===== src/rtl/wsg_pkg.sv =====
package wsg_pkg;

  typedef enum logic [1:0] {
    K_MRD = 2'd0,
    K_MWR = 2'd1,
    K_OPF = 2'd2,
    K_IO  = 2'd3
  } bus_kind_t;

  typedef enum logic [1:0] {
    M_NONE = 2'd0,
    M_OPF  = 2'd1,
    M_ALL  = 2'd2,
    M_ALLX = 2'd3
  } wmode_t;

  // Cycles from window phase ph until the next window start (power-of-two win).
  function automatic int unsigned slot_dist(int unsigned win, int unsigned ph);
    int unsigned m;
    m = win - 1;
    return m ^ ((ph + m) & m);
  endfunction

  // Fixed stretch for a non-video access of the given kind under the given mode.
  function automatic int unsigned fixed_len(logic [1:0] kind, logic [1:0] mode,
                                            int unsigned pen);
    int unsigned r;
    r = 0;
    case (kind)
      K_MRD, K_MWR: if (mode[1]) r = pen;
      K_OPF:        if (mode != M_NONE) r = pen;
      default:      r = 0;
    endcase
    return r;
  endfunction

endpackage


===== src/rtl/wsg_hcount.sv =====
module wsg_hcount #(
  parameter int LINE_LEN = 912,
  parameter int WIN      = 16,
  localparam int HW = $clog2(LINE_LEN),
  localparam int WW = $clog2(WIN)
) (
  input  logic          clk,
  input  logic          rst_n,
  output logic [HW-1:0] hpos,
  output logic [WW-1:0] phase
);

  logic [HW-1:0] hpos_q;

  always_ff @(posedge clk) begin
    if (!rst_n) begin
      hpos_q <= '0;
    end else if (hpos_q == HW'(LINE_LEN - 1)) begin
      hpos_q <= '0;
    end else begin
      hpos_q <= hpos_q + HW'(1);
    end
  end

  assign hpos  = hpos_q;
  assign phase = hpos_q[WW-1:0];

endmodule


===== src/rtl/wsg_classify.sv =====
module wsg_classify
  import wsg_pkg::*;
#(
  parameter int AW        = 16,
  parameter int PAGES     = 4,
  parameter int FIXED_PEN = 2,
  parameter int CW        = 4,
  parameter logic [3:0] IO_SEL = 4'h8,
  localparam int PW = $clog2(PAGES)
) (
  input  logic [1:0]    kind,
  input  logic [AW-1:0] addr,
  input  logic [PAGES-1:0] vmask,
  input  logic [1:0]    mode,
  output logic          is_vid,
  output logic [CW-1:0] fix_len
);

  logic [PAGES-1:0] page_hit;
  logic             vpage;
  logic             vport;
  logic             is_mem;
  logic             unused_addr_bits;

  for (genvar g = 0; g < PAGES; g++) begin : g_page
    assign page_hit[g] = (addr[AW-1 -: PW] == PW'(g)) & vmask[g];
  end

  assign vpage  = |page_hit;
  assign is_mem = (kind != K_IO);
  assign vport  = (kind == K_IO) && (addr[7:4] == IO_SEL);
  assign is_vid = (is_mem && vpage) || vport;

  always_comb begin
    if (is_vid) fix_len = '0;
    else        fix_len = CW'(fixed_len(kind, mode, FIXED_PEN));
  end

  assign unused_addr_bits = ^{addr[AW-PW-1:8], addr[3:0]};

endmodule


===== src/rtl/wsg_stall_ctr.sv =====
module wsg_stall_ctr
  import wsg_pkg::*;
#(
  parameter int WIN  = 16,
  parameter int LEAD = 2,
  parameter int CW   = 4,
  localparam int WW  = $clog2(WIN),
  localparam int PRW = $clog2(LEAD + 1)
) (
  input  logic           clk,
  input  logic           rst_n,
  input  logic           take,
  input  logic           take_vid,
  input  logic [CW-1:0]  fix_len,
  input  logic [WW-1:0]  phase,
  output logic [CW-1:0]  cnt,
  output logic [PRW-1:0] pre,
  output logic           vid_active,
  output logic           busy,
  output logic           wait_n
);

  logic [CW-1:0]  cnt_q;
  logic [PRW-1:0] pre_q;
  logic           vid_q;
  logic [CW-1:0]  slot_len;

  // Stall length seen from the cycle after the load edge.
  assign slot_len = CW'(slot_dist(WIN, 32'(phase) + 1));

  always_ff @(posedge clk) begin
    if (!rst_n) begin
      cnt_q <= '0;
      pre_q <= '0;
      vid_q <= 1'b0;
    end else if (take) begin
      if (take_vid) begin
        pre_q <= PRW'(LEAD);
        vid_q <= 1'b1;
      end else begin
        cnt_q <= fix_len;
        vid_q <= 1'b0;
      end
    end else if (pre_q != '0) begin
      pre_q <= pre_q - PRW'(1);
      if (pre_q == PRW'(1)) cnt_q <= slot_len;
    end else if (cnt_q != '0) begin
      cnt_q <= cnt_q - CW'(1);
    end
  end

  assign cnt        = cnt_q;
  assign pre        = pre_q;
  assign vid_active = vid_q;
  assign busy       = (cnt_q != '0) || (pre_q != '0);
  assign wait_n     = (cnt_q == '0);

endmodule


===== src/rtl/wsg_top.sv =====
module wsg_top
  import wsg_pkg::*;
#(
  parameter int LINE_LEN  = 912,
  parameter int WIN       = 16,
  parameter int FIXED_PEN = 2,
  parameter int LEAD      = 2,
  parameter int AW        = 16,
  parameter int PAGES     = 4,
  localparam int HW   = $clog2(LINE_LEN),
  localparam int WW   = $clog2(WIN),
  localparam int CMAX = (WIN - 1 > FIXED_PEN) ? WIN - 1 : FIXED_PEN,
  localparam int CW   = $clog2(CMAX + 1),
  localparam int PRW  = $clog2(LEAD + 1)
) (
  input  logic             clk,
  input  logic             rst_n,
  input  logic             cyc_start,
  input  logic [1:0]       cyc_kind,
  input  logic [AW-1:0]    cyc_addr,
  input  logic [PAGES-1:0] vpage_mask,
  input  logic [1:0]       wait_mode,
  output logic             wait_n
);

  logic [HW-1:0]  hpos;
  logic [WW-1:0]  phase;
  logic           is_vid;
  logic [CW-1:0]  fix_len;
  logic           take;
  logic [CW-1:0]  cnt;
  logic [PRW-1:0] pre;
  logic           vid_active;
  logic           busy;

  wsg_hcount #(.LINE_LEN(LINE_LEN), .WIN(WIN)) u_hc (
    .clk   (clk),
    .rst_n (rst_n),
    .hpos  (hpos),
    .phase (phase)
  );

  wsg_classify #(
    .AW(AW), .PAGES(PAGES), .FIXED_PEN(FIXED_PEN), .CW(CW)
  ) u_cls (
    .kind    (cyc_kind),
    .addr    (cyc_addr),
    .vmask   (vpage_mask),
    .mode    (wait_mode),
    .is_vid  (is_vid),
    .fix_len (fix_len)
  );

  // One request per bus cycle: a strobe during a stall is dropped.
  assign take = cyc_start && !busy;

  wsg_stall_ctr #(.WIN(WIN), .LEAD(LEAD), .CW(CW)) u_sc (
    .clk        (clk),
    .rst_n      (rst_n),
    .take       (take),
    .take_vid   (is_vid),
    .fix_len    (fix_len),
    .phase      (phase),
    .cnt        (cnt),
    .pre        (pre),
    .vid_active (vid_active),
    .busy       (busy),
    .wait_n     (wait_n)
  );

endmodule


===== config.mk =====
export PLATFORM = sky130hd
export DESIGN_NAME = wsg_top
export DESIGN_NICKNAME = d
export VERILOG_FILES = /design/src/rtl/wsg_pkg.sv /design/src/rtl/wsg_hcount.sv /design/src/rtl/wsg_classify.sv /design/src/rtl/wsg_stall_ctr.sv /design/src/rtl/wsg_top.sv
export SDC_FILE = /design/constraint.sdc
export NUM_CORES = 1
export LEC_CHECK = 0
export ABC_AREA = 1
export BUFFER_PORTS_ARGS = -buffer_cell sky130_fd_sc_hd__buf_2
export CAP_MARGIN = 20
export CORE_ASPECT_RATIO = 1.2
export CORE_MARGIN = 8
export CORE_UTILIZATION = 30
export CTS_CLUSTER_DIAMETER = 150
export DETAILED_ROUTE_END_ITERATION = 7
export PLACE_DENSITY = 0.58
export SLEW_MARGIN = 20
export SYNTH_ARGS = -nofsm -noshare
export SYNTH_HDL_FRONTEND = slang
export SYNTH_SLANG_ARGS = --single-unit

===== constraint.sdc =====
create_clock -name clk -period 2.7 [get_ports clk]
set_input_delay 0.54 -clock clk [delete_from_list [all_inputs] [get_ports clk]]
set_output_delay 0.54 -clock clk [all_outputs]
set_load 0.02 [all_outputs]

After elaboration in Yosys (flattened, before gate mapping):

Cells that the tools add are included.

* register bits after elaboration: 16
* output and inout bits: 1
* input port bits: 27
* logic and storage cells: 57

* $add $sub $neg: 5
* muxes and demuxes: 11
* bitwise gates (word level): 6
* eq/ne operators: 13
* reduce and logical (&&, ||, !) cells: 19

Operators by type and width (number)
* 2-to-1 mux 4 bit: 5
* adder 10 x 1 -> 10 bit, second input constant: 1
* == test 10 bit, second input constant: 1
* 2-to-1 mux 2 bit: 5
* == test 2 bit, second input constant: 4
* case mux 4 bit (2 select lines): 1
* == test 2 x 1 -> 1 bit, second input constant: 3
* inequality test 2 bit, second input constant: 3
* nonzero test 2 bit: 3
* adder 4 x 1 -> 4 bit, second input constant: 1
* adder 4 bit, second input constant: 1
* bitwise AND 1 bit: 4
* == test 4 bit, second input constant: 1
* logical NOT 2 bit: 2
* logical NOT 4 bit: 1
* NOT 4 bit: 1
* nonzero test 4 bit: 1
* OR reduction 2 bit: 2
* OR reduction 4 bit: 1
* subtractor 4 x 1 -> 4 bit, second input constant: 1
* logical AND 1 bit: 3
* inequality test 3 bit, second input constant: 1
* AND reduction 3 bit: 1
* nonzero test 3 bit: 1
* 5 further kinds: 6

Longest topological paths before layout:

Gate-level depths: netlist (run 1).

* word-level depth: 7
* depth in mapped cells: 11
* mapped depth without buffers: 10

By module:

Synthesis (run 1) repeated with hierarchy kept, for this count alone.

* cell total of the unflattened synthesis: 168
* area, all modules: 1149.9 µm²

By module, submodules not included
* wsg_hcount: seq. area each 200.2 µm², cells an instance 68, area each 514.2 µm², times used 1
* wsg_stall_ctr: seq. area each 140.1 µm², cells an instance 75, area each 505.5 µm², times used 1
* wsg_classify: seq. area each 0.0 µm², cells an instance 23, area each 120.1 µm², times used 1
* wsg_top: seq. area each 0.0 µm², cells an instance 2, area each 10.0 µm², times used 1

Least setup slack after synthesis (run 1):

Ideal clock, no wire load.

* path kind: register -> register
* start: reg u_sc.cnt_q[0], in the netlist u_sc.cnt[0]
* end: reg u_sc.pre_q[1], in the netlist u_sc.pre[1]
* path buffers: 0
* data required time: 2.583 ns
* stages on the path, launching flop included: 8
* clock period less this slack: 1.548 ns
* arrival time: 1.430 ns
* setup slack: 1.152 ns
* path through: dfxtp_1 -> inv_1 -> ha_1 -> nand2_1 -> nor2_1 -> nand4_1 -> a21boi_0 -> nor2_1

* cells in the longest elaborated chain, start to end: 6
* elaborated cells on any way between the ends: 8

RTL lines
* start, declared: RTL line wsg_stall_ctr.sv:23 `logic [CW-1:0] cnt_q;`
* start signal, assigned: RTL line wsg_stall_ctr.sv:41 `cnt_q <= fix_len;`
* start signal, assigned: RTL line wsg_stall_ctr.sv:46 `if (pre_q == PRW'(1)) cnt_q <= slot_len;`
* start signal, assigned: RTL line wsg_stall_ctr.sv:48 `cnt_q <= cnt_q - CW'(1);`
* nonzero test 4 bit *: RTL line wsg_stall_ctr.sv:55 `assign busy = (cnt_q != '0) || (pre_q != '0);`
* logical OR 1 bit *: RTL line wsg_stall_ctr.sv:55
* logical NOT 1 bit *: RTL line wsg_top.sv:55 `assign take = cyc_start && !busy;`
* logical AND 1 bit *: RTL line wsg_top.sv:55
* inequality test 2 bit (no source line) or nonzero test 2 bit (tied branches)
* AND reduction 2 bit (no source line)
* end signal, assigned: RTL line wsg_stall_ctr.sv:38 `pre_q <= PRW'(LEAD);`
* end signal, assigned: RTL line wsg_stall_ctr.sv:45 `pre_q <= pre_q - PRW'(1);`
* end, declared: RTL line wsg_stall_ctr.sv:24 `logic [PRW-1:0] pre_q;`

Every way passes the cells marked *; elsewhere a longest branch is shown, timed or not.
A chain may end at the register's enable or synchronous reset.

Worst setup path in the final report (run 1):

* start: reg u_sc.cnt_q[0], in the netlist u_sc.cnt[0]
* end: out wait_n

* cells in the longest elaborated chain, start to end: 1

RTL lines
* logical NOT 4 bit: RTL line wsg_stall_ctr.sv:56 `assign wait_n = (cnt_q == '0);`
* end, declared: RTL line wsg_top.sv:23 `output logic wait_n`

No other way between the ends.

==> run_results.csv, run 1 <==
group,metric,value,unit
worst_setup_path,rr_worst_depth,9,
power_and_ir_drop,p_per_area,836,nW/um^2
routing,wl_per_cell,9.68,um
floorplanning,initial_core_util,30.5,%
run_status,status,"finished, final reports clean",
worst_setup_path,cp.arrival,1.38,ns
worst_setup_path,crit_start,"u_sc.cnt[0]",
clock_tree,clkSlewWorstSetupHoldPaths,0.07,ns
timing,fin_skew,0.00723,ns
routing,drt-total-wl,1950,um
logic_synthesis,yosysUniqueCellTypes,25,
clock_tree,post-cts-setup-buffers,0,
clock_tree,clock-sinks,16,
final_layout,antenna_cells,0,
logic_synthesis,synth_area_leader_cell,"dfxtp_1",
logic_synthesis,syn_nets,178,
global_routing,grt.overflow.total,0,
worst_setup_path,worst_ep_required_time,2.16,ns
timing,setup_tns,0,ns
global_routing,grt_pass1_wl,3680,um
floorplanning,die_h,79.3,um
logic_synthesis,netlist_instances,146,
clock_tree,cts.htree.levels,1,
clock_tree,clock_path_buffers,2,
final_layout,final_layout_size_suffix_gt1_share,17.7,%
min_path,min_from,"u_hc.hpos[0]",
place,pre_cts_slack,1.00,ns
logic_synthesis,ys_ff_latch,16,
timing,worst_pin_slew,0.353,ns
routing,drc_errors,0,
timing,maxSlewViolCount,0,
timing,fmax,522,MHz
logic_synthesis,yosysTopAreaCellShare,32.0,%
clock_tree,clock_latency,0.25,ns
timing,slew_headroom,76.5,%
timing,min_period,1.92,ns
timing,finalHoldViolations,0,
logic_synthesis,yosys_warnings,0,
logic_synthesis,netlist_area,1000,um^2
timing,setup_violations,0,
logic_synthesis,postSynthAreaPerCell,6.86,um^2
timing,rsz0062_at_grt,"no",
routing,final_antenna_net_count,0,
routing,routed_via_density,4.58,
clock_tree,cts_root_buf,"clkbuf_8",
worst_setup_path,rrSetupSlack,1.02,ns
floorplanning,rows,23,
place,placed_area,1120,um^2
min_path,hold_path.class,"flip-flop to flip-flop",
job,maxCapViolations,0,
clock_tree,cts_hold_buf,0,
logic_synthesis,ys_seq_area_share,32.0,%
global_routing,antenna_found_initial,0,
final_layout,final_area,1160,um^2
global_routing,grt_max_degree,11,
place,gp_congestion,0.756,
routing,via_count,920,
timing,fin_crit_sh,71.0,%
timing,fin_ws,0.784,ns
routing,first_pass_iters,4,
routing,drtIter0Drc,51,
clock_tree,cts_resized,0,
power_and_ir_drop,worst_ir_drop_vdd,0.000484,V
global_routing,grt_use_total,8.31,%
timing,whs,0.473,ns
place,portBuffers,17,
floorplanning,core_area,3280,um^2
place,hpwl,1560,um
logic_synthesis,synth.area.top_cells,"dfxtp_1 (32%), nand2_1 (14%), inv_1 (9.7%), nand3_1 (6.5%), ha_1 (6.3%)",
floorplanning,chipWidth,68.7,um
clock_tree,cts_tree,"done",
final_layout,area_growth,16.0,%
worst_setup_path,worst-setup-path-type,"flip-flop to output port",
worst_setup_path,r2r_start,"u_sc.pre[1]",
final_layout,nets,198,
worst_setup_path,crit_fanout,6,
worst_setup_path,critPathLaunchType,"flip-flop",
clock_tree,cts_buffers,3,
floorplanning,io_pins,28,
worst_setup_path,crit_path_end_kind,"output port",
floorplanning,dieArea,5450,um^2
global_routing,first_global_vias,922,
min_path,hold_depth,1,
power_and_ir_drop,p_leak,0.000588,uW
cells in the final DEF, fill, tap and decap left out, types with 3 or more instances in the layout:
master and instances:
nand2_1 36, inv_1 26, buf_2 17, dfxtp_1 16, nor2_1 14, nand3_1 13
nand4_1 7, a21oi_1 5, ha_1 5, nand3_2 3, o21ai_0 3, clkbuf_8 3
sequential cells by signal, indices dropped and copies added (netlist names):
register	cells
u_sc.cnt	4
u_hc.hpos	10
u_sc.pre	2
worst max-delay path: stages, from the launching register on:
cell,delay [ns]
dfxtp_1,0.30
inv_1,0.16
ha_1,0.21
nand2_1,0.06
nor2_1,0.19
buf_2,0.21
power by group:
group	leakage [uW]	switching [uW]	total (uW)	internal [uW]
clock	0.0000216	79.4	178	98.9
combinational	0.000435	295	483	188
sequential	0.000131	29.7	310	281
through the flow:
stage | utilization, % | std cells | power, uW
floorplan | - | 146 | 713
global placement | 34.1 | 198 | 799
detailed placement | 34.1 | 198 | 806
CTS | 35.4 | 201 | 989
global route | 35.4 | 201 | 1110
finish | 35.4 | 201 | 971
layer usage:
metal	routed length (um)	GRT usage (%)
met1	865	9.17
met2	903	14.8
met3	163	3.09
met4	12	1.21
met5	0	0
Yosys cell counts, drive strengths merged:
library cell,n
a21boi,1
a21oi,5
buf,2
dfxtp,16
ha,5
inv,26
nand2,37
nand3,16
nand4,8
nor2,16
nor3,1
nor3b,2
o211ai,1
o21a,1
o21ai,4
o21bai,1
or2,1
xnor2,1
xor2,2
logic make-up after synthesis:
kind of cell	count (synthesis)	synth area share (%)
XOR/XNOR	3	2.63
AO/OA/AOI/OAI	13	8.63
flip-flops	16	32.0
buffers and inverters	28	11.0
adder cells (fa/ha/maj)	5	6.25
AND/OR/NAND/NOR	81	39.5
final cells by class:
cell class                      instances  area [um^2]
Clock buffer                            3         41.3
Fill cell                             362         2120
Inverter                               26         97.6
Multi-Input combinational cell        102          571
Sequential cell                        16          320
Tap cell                               37         46.3
Timing Repair Buffer                   17         85.1
final timing paths:
check                               endpoint
worst min register to register  u_hc.hpos[0]
worst max register to register   u_sc.cnt[0]
worst max-delay path                  wait_n
worst min-delay path            u_hc.hpos[0]
Note: power is estimated with default switching activity, not from simulation.
==> run 2: changes to the inputs <==
--- a/config.mk
+++ b/config.mk
@@ -5,7 +5,7 @@
 export SDC_FILE = /design/constraint.sdc
 export NUM_CORES = 1
 export LEC_CHECK = 0
-export ABC_AREA = 1
+export ABC_AREA = 0
 export BUFFER_PORTS_ARGS = -buffer_cell sky130_fd_sc_hd__buf_2
 export CAP_MARGIN = 20
 export CORE_ASPECT_RATIO = 1.2
@@ -13,7 +13,7 @@
 export CORE_UTILIZATION = 30
 export CTS_CLUSTER_DIAMETER = 150
 export DETAILED_ROUTE_END_ITERATION = 7
-export PLACE_DENSITY = 0.58
+export PLACE_DENSITY = 0.6
 export SLEW_MARGIN = 20
 export SYNTH_ARGS = -nofsm -noshare
 export SYNTH_HDL_FRONTEND = slang
==> constraint.sdc (replaced) <==
create_clock -name clk -period 1.64 [get_ports clk]
set_input_delay 0.328 -clock clk [delete_from_list [all_inputs] [get_ports clk]]
set_output_delay 0.328 -clock clk [all_outputs]
set_load 0.02 [all_outputs]
==> run_results.csv, run 2 <==
group,metric,value,unit
global_routing,grt.overflow.total,0,
routing,final_antenna_net_count,0,
final_layout,final_common_cell,"buf_2",
floorplanning,chipWidth,66.9,um
routing,via_count,825,
run_status,status,"finished, final reports clean",
worst_setup_path,worst-setup-path-type,"flip-flop to output port",
timing,min_period,1.53,ns
global_routing,grt_use_total,8.23,%
final_layout,largest_reg_flops,10,
logic_synthesis,synthAdderAreaFrac,6.72,%
timing,whs,0.397,ns
floorplanning,die_h,77.0,um
logic_synthesis,postSynth.asyncResetShare,0,%
logic_synthesis,netlist_area,931,um^2
final_layout,nets,162,
place,hpwl,1600,um
timing,setup_violations,0,
worst_setup_path,cpMaxStageDelayCell,"dfxtp_2",
logic_synthesis,yosysUniqueCellTypes,36,
final_layout,fillers,322,
power_and_ir_drop,total_power,1460,uW
logic_synthesis,synth_area_leader_cell,"dfxtp_1",
clock_tree,cts_hold_buf,0,
clock_tree,cts_root_buf,"clkbuf_4",
floorplanning,core_area,3000,um^2
routing,drtIter0Drc,12,
worst_setup_path,cp.arrival,1.20,ns
logic_synthesis,synth_compound_area_share,20.2,%
routing,routed_via_density,5.00,
logic_synthesis,synth_top_family_by_area,"simple AND/OR/NAND/NOR gates",
routing,first_pass_iters,2,
logic_synthesis,synth_edf_count,0,
min_path,hold_path.class,"input pin to flip-flop",
worst_setup_path,cpLargestDelayFamily,"flip-flops",
timing,finalHoldViolations,0,
logic_synthesis,ys_ff_latch,16,
final_layout,final_layout_size_suffix_gt1_share,26.4,%
power_and_ir_drop,p_leak,0.000450,uW
logic_synthesis,ys_seq_area_share,34.4,%
final_layout,fin_util,38.6,%
job,maxCapViolations,0,
clock_tree,cts.htree.levels,1,
logic_synthesis,synth_xor_area_share,6.59,%
logic_synthesis,yosys.area_share.simple,23.1,%
timing,fin_skew,0.00134,ns
worst_setup_path,cp_cell_sequence,"inv_2, ha_4, nor3b_4, buf_6",
logic_synthesis,yosysTopAreaCellShare,34.4,%
global_routing,first_global_vias,867,
timing,maxSlewViolCount,0,
clock_tree,clkSlewWorstSetupHoldPaths,0.09,ns
final_layout,layout_common_cells,"buf_2 (16), dfxtp_1 (15), nor2_1 (10), inv_1 (7)",
timing,setup_tns,0,ns
final_layout,area_growth,24.3,%
place,gp_congestion,0.807,
logic_synthesis,synth.area.top_cells,"dfxtp_1 (34%), ha_1 (6.7%), xnor2_1 (5.6%), nor2_1 (4.0%), inv_1 (3.6%)",
worst_setup_path,cp_slowest_stage_delay,0.35,ns
routing,drc_errors,0,
routing,wl_per_cell,12.2,um
worst_setup_path,crit_fanout,4,
logic_synthesis,synthFlopType,"dfxtp_1",
timing,fin_crit_sh,93.1,%
worst_setup_path,crit_buf_inv,2,
logic_synthesis,yosys_warnings,0,
floorplanning,rows,22,
logic_synthesis,synth_commonest_cells,"dfxtp_1 (16), nor2_1 (10), inv_1 (9)",
global_routing,grt_pass1_wl,3590,um
final_layout,antenna_cells,0,
clock_tree,cts_buffers,3,
clock_tree,clock_latency,0.28,ns
worst_setup_path,worst_ep_required_time,1.31,ns
clock_tree,cts_tree,"done",
global_routing,grt_max_degree,17,
logic_synthesis,syn_nets,139,
clock_tree,clock-sinks,16,
timing,worst_pin_slew,0.302,ns
floorplanning,dieArea,5150,um^2
global_routing,antenna_found_initial,0,
power_and_ir_drop,p_per_area,1260,nW/um^2
timing,fmax,655,MHz
power_and_ir_drop,worst_ir_drop_vdd,0.000764,V
logic_synthesis,synthMuxAreaShare,4.44,%
clock_tree,clock_path_buffers,2,
logic_synthesis,synth.most_common_cell,"dfxtp_1",
logic_synthesis,netlist_instances,107,
routing,drt-total-wl,2010,um
timing,rsz0062_at_grt,"no",
worst_setup_path,critPathLaunchType,"flip-flop",
logic_synthesis,postSynthAreaPerCell,8.70,um^2
timing,slew_headroom,79.3,%
place,portBuffers,17,
floorplanning,initial_core_util,31.0,%
worst_setup_path,crit_path_end_kind,"output port",
floorplanning,io_pins,28,
## run 2: changes by cell type in the layout (fill, tap and decap cells not counted), moves of 5 or more
cell,before,now
nand3_1,13,4
xnor2_1,1,6
nand2_1,36,6
nand4_1,7,1
inv_1,26,7
## run 2: final timing paths
path         slack [ns]      endpoint          from  cells after the start
max                0.11        wait_n   u_sc.cnt[0]                      4
max reg2reg        0.14  u_hc.hpos[7]  u_hc.hpos[5]                      4
min                0.40   u_sc.cnt[1]         rst_n                      3
min reg2reg        0.48   u_sc.pre[1]   u_sc.pre[1]                      2
## run 2: per-stage QoR
step | setup slack [ns] | cell area [um^2] | std cells
2_1_floorplan | 0.0873 | 936 | 107
3_3_place_gp | 0.0948 | 1060 | 159
3_5_place_dp | 0.0523 | 1060 | 159
4_1_cts | 0.0155 | 1120 | 164
5_1_grt | 0.0290 | 1160 | 165
6_report | 0.113 | 1160 | 165
## run 2: area by class of cell
cell class                      instances  area, um^2  area share (%)
Clock buffer                            4        36.3            3.14
Inverter                                9        33.8            2.92
Multi-Input combinational cell         80         594            51.4
Sequential cell                        16         322            27.8
Tap cell                               36        45.0            3.89
Timing Repair Buffer                   20         126            10.9
## run 2: report_power, final
group          leakage [uW]  switching (uW)  total (uW)  internal [uW]
logic              0.000298             320         681            360
clock network     0.0000210             117         252            135
registers          0.000131            71.3         525            454
total              0.000450             509        1460            949
## run 2: worst register-to-register path, stage by stage (launching register included)
cell	delay (ns)
dfxtp_1	0.35
or4b_4	0.56
o31ai_4	0.29
buf_12	0.16
a21oi_1	0.04
## run 2: kinds of logic after synthesis
group	after synthesis
XOR/XNOR	7
AO/OA/AOI/OAI	25
flip-flops	16
adder cells (fa/ha/maj)	5
AND/OR/NAND/NOR	39
buffers and inverters	11
multiplexers	4
## run 2: timing repair
item                       CTS  global route
pin swaps                    0             1
setup endpoints to repair    1            15
buffers inserted             1             1
resized for setup            3             6
## run 2: layer usage
| layer | routed length [um] | track usage [%] | part of all wire [%] |
|---|---|---|---|
| met1 | 858 | 8.98 | 43 |
| met2 | 994 | 14.8 | 50 |
| met3 | 141 | 1.60 | 7.0 |
| met4 | 13 | 3.14 | 0.65 |
| met5 | 0 | 0 | 0 |
